File: src/rtl/pixel_unpacker.sv
module pixel_unpacker #(
  parameter int WCW = 8
) (
  input  logic           clk,
  input  logic           rst,
  input  logic           start,
  input  logic           mode24,
  input  logic [4:0]     start_bit,
  input  logic [4:0]     end_bit,
  input  logic [WCW-1:0] word_cnt,
  input  logic           in_valid,
  input  logic [31:0]    in_data,
  output logic           in_ready,
  output logic           px_valid,
  output logic [23:0]    px_data,
  output logic           px_last,
  input  logic           px_ready,
  output logic           busy
);
  localparam int PW = WCW + 6;

  logic [55:0]   acc;
  logic [5:0]    fill;
  logic [WCW:0]  wl;
  logic [PW-1:0] nxt, lastp;
  logic [4:0]    sbit;
  logic          m24, first, done_px;

  wire [5:0]  bpp      = m24 ? 6'd24 : 6'd16;
  wire        has_px   = fill >= bpp;
  wire [55:0] word_in  = first ? {24'd0, in_data >> sbit} : ({24'd0, in_data} << fill);
  wire [5:0]  word_len = first ? 6'd32 - {1'b0, sbit} : 6'd32;
  wire        finish   = busy && wl == '0 && (done_px || !has_px);

  assign px_valid = busy && !done_px && has_px;
  assign px_data  = m24 ? acc[23:0] : {8'd0, acc[15:0]};
  assign px_last  = px_valid && (nxt + PW'(bpp) > lastp);
  assign in_ready = busy && wl != '0 && (done_px || !has_px);

  wire px_fire = px_valid && px_ready;
  wire in_fire = in_valid && in_ready;

  always_ff @(posedge clk) begin
    if (rst) begin
      busy    <= 1'b0;
      acc     <= '0;
      fill    <= '0;
      wl      <= '0;
      nxt     <= '0;
      lastp   <= '0;
      sbit    <= '0;
      m24     <= 1'b0;
      first   <= 1'b0;
      done_px <= 1'b0;
    end else if (!busy) begin
      if (start) begin
        busy    <= 1'b1;
        m24     <= mode24;
        sbit    <= start_bit;
        nxt     <= PW'(start_bit);
        lastp   <= {1'b0, word_cnt, end_bit};
        wl      <= {1'b0, word_cnt} + {{WCW{1'b0}}, 1'b1};
        first   <= 1'b1;
        done_px <= 1'b0;
        acc     <= '0;
        fill    <= '0;
      end
    end else begin
      if (in_fire) begin
        wl    <= wl - {{WCW{1'b0}}, 1'b1};
        first <= 1'b0;
        if (!done_px) begin
          acc  <= acc | word_in;
          fill <= fill + word_len;
        end
      end
      if (px_fire) begin
        acc  <= acc >> bpp;
        fill <= fill - bpp;
        nxt  <= nxt + PW'(bpp);
        if (px_last) done_px <= 1'b1;
      end
      if (finish) begin
        busy <= 1'b0;
        acc  <= '0;
        fill <= '0;
      end
    end
  end
endmodule


File: config.mk
export PLATFORM = sky130hd
export DESIGN_NAME = pixel_unpacker
export DESIGN_NICKNAME = d
export VERILOG_FILES = /design/src/rtl/pixel_unpacker.sv
export SDC_FILE = /design/constraint.sdc
export NUM_CORES = 1
export LEC_CHECK = 0
export CAP_MARGIN = 20
export CORE_AREA = 8 8 165 167
export CTS_CLUSTER_SIZE = 28
export DETAILED_ROUTE_END_ITERATION = 8
export DIE_AREA = 0 0 173 175
export PLACE_DENSITY = 0.7
export REMOVE_ABC_BUFFERS = 1
export SYNTH_ARGS = -nofsm -noshare
export SYNTH_HDL_FRONTEND = slang
export SYNTH_SLANG_ARGS = --single-unit
File: constraint.sdc
create_clock -name clk -period 3.55 [get_ports clk]
set_clock_uncertainty 0.2 [all_clocks]
set_input_delay 0.71 -clock clk [delete_from_list [all_inputs] [get_ports clk]]
set_output_delay 0.71 -clock clk [all_outputs]
set_load 0.005 [all_outputs]
After elaboration in Yosys (flattened, before gate mapping)
Cells that the tools add are included.
- $add $sub $neg: 6
- magnitude comparators: 2
- equality and inequality tests: 5
- shift-type cells: 3
- mux-type cells: 32
- bitwise logic cells: 2
- reduce and logical (&&, ||, !) cells: 20
- operator list (cell ; number):
    two-way mux 56 bit ; 7
    bitwise OR 56 bit ; 1
    left shift 32 x 6 -> 56 bit ; 1
    >> shifter 56 x 5 -> 56 bit ; 1
    two-way mux 14 bit ; 3
    two-way mux 6 bit ; 7
    >> shifter 32 x 5 -> 32 bit ; 1
    two-way mux 9 bit ; 3
    two-way mux 24 bit ; 1
    adder 14 x 5 -> 14 bit ; 1
    > comparator 14 x 13 -> 1 bit ; 1
    two-way mux 1 bit ; 10
    adder 8 x 1 -> 9 bit, second input constant ; 1
    logical AND 1 bit ; 9
    zero test 9 bit ; 1
    nonzero test 9 bit ; 1
    subtractor 9 x 1 -> 9 bit, second input constant ; 1
    adder 6 bit ; 1
    greater-or-equal comparator 6 x 5 -> 1 bit ; 1
    AND reduction 2 bit ; 3
    AND reduction 3 bit ; 2
    subtractor 6 x 5 -> 6 bit ; 1
    subtractor 6 x 5 -> 6 bit, first input constant ; 1
    two-way mux 4 bit ; 1
    8 further kinds ; 10
- flip-flop bits (word level): 107
- bits of input ports: 56
- output and inout bits: 28
- logic and storage cells: 80

Depth between registers and ports, before layout
- depth in word-level cells: 10
- depth in mapped cells: 14
- gate-level depth less buffers: 11

Worst setup path before layout
No wires, ideal clock.
- kind: register to output
- start: reg m24
- end: out px_last
- arrival: 2.533 ns
- data required time: 2.640 ns
- slack: 0.107 ns
- cell stages (with the launch flop): 11
- buffers on the path: 0
- cell sequence: dfxtp_1 ha_1 o21ai_0 nor3_1 and2_0 xor2_1 ha_1 nand3_1 or2_2 a32o_1 a21boi_0
- word-level cells in the longest chain between the ends: 4
- elaborated cells on any way between the ends: 6
- classes of those cells: add/sub: 1; order compare: 2; mux: 1; reduce/logical: 2
- ends and longest elaborated chain (item ; RTL line ; text):
    start: declaration ; 27 ; logic m24, first, done_px;
    start signal: assignment ; 58 ; m24 <= mode24;
    two-way mux 4 bit (*) ; 29 ; wire [5:0] bpp = m24 ? 6'd24 : 6'd16;
    adder 14 x 5 -> 14 bit / greater-or-equal comparator 6 x 5 -> 1 bit (equally long branches) ; 37, 30 ;
    > comparator 14 x 13 -> 1 bit / logical AND 1 bit (equally long branches) ; 37, 35 ;
    logical AND 1 bit (*) ; 37 ; assign px_last = px_valid && (nxt + PW'(bpp) > lastp);
    end: declaration ; 16 ; output logic px_last,
Every way passes the cells marked *; elsewhere a longest branch is shown, timed or not.

Worst setup path after layout
Ends and elaborated chain as after synthesis.

==> impl_metrics.py <==
metrics = {
    "sta": {
        "post-route-min-period_ns": 3.538,
        "slew_headroom": 0.3527,
        "fmax_ghz": 0.2827,
        "rsz0062_at_grt": "yes",
        "tightestPinTransition_ns": 0.9709,
        "hold_violations": 0,
        "slew_viol_final": 0,
        "fin_crit_sh": 0.9965,
        "setup_violations": 0,
    },
    "placed_design": {
        "post-place-cells": 1734,
        "gp_congestion": 1.040,
        "hpwl_um": 31780,
        "portBuffers": 83,
    },
    "setup_path": {
        "startpoint": "m24",
        "critical_path_class": "reg -> out",
        "start_kind": "register",
        "cp_max_fo": 4,
        "endpoint_kind": "output port",
        "required_ns": 2.64,
        "r2r-start": "m24",
        "arrival_ns": 2.63,
    },
    "synth": {
        "avgSynthCellArea_um2": 7.989,
        "syn_area_um2": 10910,
        "synthCells": 1365,
        "synth-seq-cells": 107,
        "yosysWarnings": 0,
        "synthArstFlopShare": 0,
        "synth_flop_cell": "dfxtp_1",
        "synth_edf_count": 0,
        "yosysUniqueCellTypes": 81,
        "synth-seq-area-share": 0.1964,
    },
    "drt": {
        "num_vias": 11690,
        "post_drt_via_cell_ratio": 6.664,
        "drtPass1Iterations": 6,
        "ant_nets": 0,
        "drt-initial-drc-count": 1600,
        "drc_errors": 0,
        "routed_wl_um": 42730,
        "drt-wirelength-per-cell_um": 24.36,
    },
    "floorplan": {
        "io_pins": 84,
        "dieWidth_um": 173,
        "core-area_um2": 24670,
        "die_area_um2": 30280,
        "fp.dieH_um": 175,
        "start_util": 0.4420,
        "rows": 58,
    },
    "cells_and_area": {
        "fin_cells": 1754,
        "areaGrowthSynthToFinish_pct": 16.41,
        "layout.nets": 1500,
        "drive_above_1_share": 0.1792,
    },
    "power": {
        "peakVddDrop_mv": 0.2321,
        "p_seq_frac": 0.329,
        "sw_frac_of_total": 0.3919,
        "intPower_mw": 2.524,
        "switchingPower_mw": 1.627,
        "power.total_mw": 4.151,
        "clkPwrFrac": 0.275,
        "p_comb_frac": 0.396,
        "leakage_nw": 4.561,
        "powerDensity_nw_per_um2": 327.0,
    },
    "run": {
        "drv_cap": 0,
    },
    "grt": {
        "grt_pass1_vias": 10900,
        "grt_pass1_wl_um": 65190,
        "groute.usage.overall": 0.2697,
        "antenna_found_initial": 1,
        "grt_max_degree": 83,
        "overflow": 0,
    },
    "clock_network": {
        "cts_root_buf": "clkbuf_16",
        "path_clk_slew_ns": 0.09,
        "clk_latency_ns": 0.37,
        "hold_buffers": 0,
        "cts.sinks": 107,
        "htreeDepth": 3,
        "cts_buffers": 9,
        "clock_path_buffers": 2,
        "cts_tree": "yes",
    },
    "hold_path": {
        "min-delay-start": "nxt[0]",
        "hold_class": "reg -> reg",
    },
    "run_status": {
        "outcome": "finished clean",
    },
}
## power groups by stage
stage          Sequential (mW)  Combinational (mW)  Clock, mW
2_1_floorplan             1.41               0.893          0
3_3_place_gp              1.38                1.57          0
3_5_place_dp              1.39                1.58          0
4_1_cts                   1.36                1.59       1.16
5_1_grt                   1.37                1.75       1.18
6_report                  1.37                1.65       1.14
## registers in the layout, indices dropped and copies added, names as in the netlist, 5 cells and up
signal / flops
sbit: 5
nxt: 14
fill: 6
wl: 9
acc: 56
lastp: 13
## routing by layer
layer / routed length (µm) / global-route usage / share of wire
met1: 17960 / 0.3664 / 0.42
met2: 18570 / 0.4078 / 0.43
met3: 4636 / 0.06367 / 0.11
met4: 1564 / 0.1042 / 0.037
met5: 0 / 0 / 0
## cell usage after synthesis, types with 8 or more instances
cell type / count / area share
nand2_1: 147 / 0.051
a21oi_1: 112 / 0.051
dfxtp_1: 107 / 0.20
mux2i_1: 104 / 0.095
nor2_1: 104 / 0.036
clkbuf_1: 73 / 0.025
o21ai_0: 61 / 0.028
mux4_2: 56 / 0.12
o22ai_1: 48 / 0.028
nor3_1: 42 / 0.019
mux2_2: 40 / 0.041
a211oi_1: 36 / 0.025
inv_1: 35 / 0.012
nand3_1: 33 / 0.015
buf_2: 32 / 0.015
ha_1: 25 / 0.029
nor4_1: 24 / 0.014
buf_4: 23 / 0.016
and2_1: 19 / 0.011
a2111oi_0: 14 / 0.011
xnor2_1: 14 / 0.011
a311oi_1: 13 / 0.010
a31oi_1: 12 / 0.0069
nand2b_1: 12 / 0.0069
nor2b_1: 12 / 0.0069
buf_1: 10 / 0.0034
o211ai_1: 9 / 0.0062
a21o_1: 8 / 0.0055
o31ai_1: 8 / 0.0055
## layout make-up
cell class / instances / area [µm²]
Tap cell: 330 / 412.9
Multi-Input combinational cell: 1081 / 8056
Clock buffer: 9 / 225.2
Clock inverter: 7 / 102.6
Timing Repair Buffer: 180 / 1598
Antenna cell: 1 / 2.502
Inverter: 39 / 146.4
Fill cell: 2403 / 11980
Sequential cell: 107 / 2151
## cells in the final DEF (no fill, tap or decap), types with 8 or more instances in the layout
| cell | count |
|---|---|
| dfxtp_1 | 100 |
| clkbuf_16 | 9 |
| buf_4 | 93 |
| nand2_1 | 147 |
| mux2i_1 | 104 |
| xnor2_1 | 13 |
| nor4_1 | 24 |
| nor3_1 | 41 |
| mux4_2 | 56 |
| a311oi_1 | 13 |
| a31oi_1 | 12 |
| nor2b_1 | 11 |
| mux2_2 | 40 |
| a211oi_1 | 36 |
| a21oi_1 | 111 |
| nor2_1 | 102 |
| nand3_1 | 31 |
| clkdlybuf4s50_1 | 80 |
| inv_1 | 35 |
| ha_1 | 24 |
| a21o_1 | 8 |
| o31ai_1 | 8 |
| a2111oi_0 | 14 |
| and2_1 | 17 |
| o21ai_0 | 60 |
| nand2b_1 | 12 |
| o211ai_1 | 9 |
| o22ai_1 | 48 |
## cells by family (layout without fill, tap and decap cells)
logic type / Yosys count / count (layout) / synth area share
flip-flops: 107 / 107 / 0.1964
multiplexers: 200 / 200 / 0.2524
AO/OA/AOI/OAI: 406 / 406 / 0.2494
other: 0 / 1 / 0
XOR/XNOR: 20 / 20 / 0.01606
buffers and inverters: 177 / 235 / 0.07251
adder cells (fa/ha/maj): 26 / 26 / 0.03052
AND/OR/NAND/NOR: 429 / 429 / 0.1827
## worst max-delay path, stage by stage (launching register included)
cell and delay [ns]:
dfxtp_2 0.36, ha_4 0.16, o21a_1 0.17, nand2_1 0.11, xnor2_1 0.14, ha_1 0.30
a21o_1 0.11, a21o_1 0.11, a21oi_1 0.06, or2_4 0.24, a32o_2 0.24, a21boi_1 0.13
buf_2 0.13
## what timing repair did
action | 4_1_cts | 5_1_grt
buffers inserted | 2 | 1
gates resized for setup | 12 | 15
gates cloned | 0 | 0
pin swaps | 5 | 9
endpoints found under the setup margin | 3 | 3
## stage by stage
stage	cell area, µm²	hold slack [ns]	TNS [ns]	util	setup WS, ns
after floorplan	10260	0.2303	-143.76	-	-2.222
after global placement	12270	0.2445	-0.2218	0.4972	-0.2218
after detailed placement	12270	0.2499	-0.2813	0.4972	-0.2813
after CTS	12630	0.2626	-0.08327	0.5118	-0.08327
after global routing	12690	0.2809	-0.1371	0.5145	-0.1371
final	12690	0.2582	0	0.5145	0.01232
## final timing paths
kind                            endpoint  slack (ns)  depth (start not counted)
worst max-delay path             px_last        0.01                         12
worst min-delay path              nxt[0]        0.26                          2
worst max register to register   acc[45]        0.29                          9
worst min register to register    nxt[0]        0.26                          2
No activity file was read; power rests on OpenSTA's default activity.
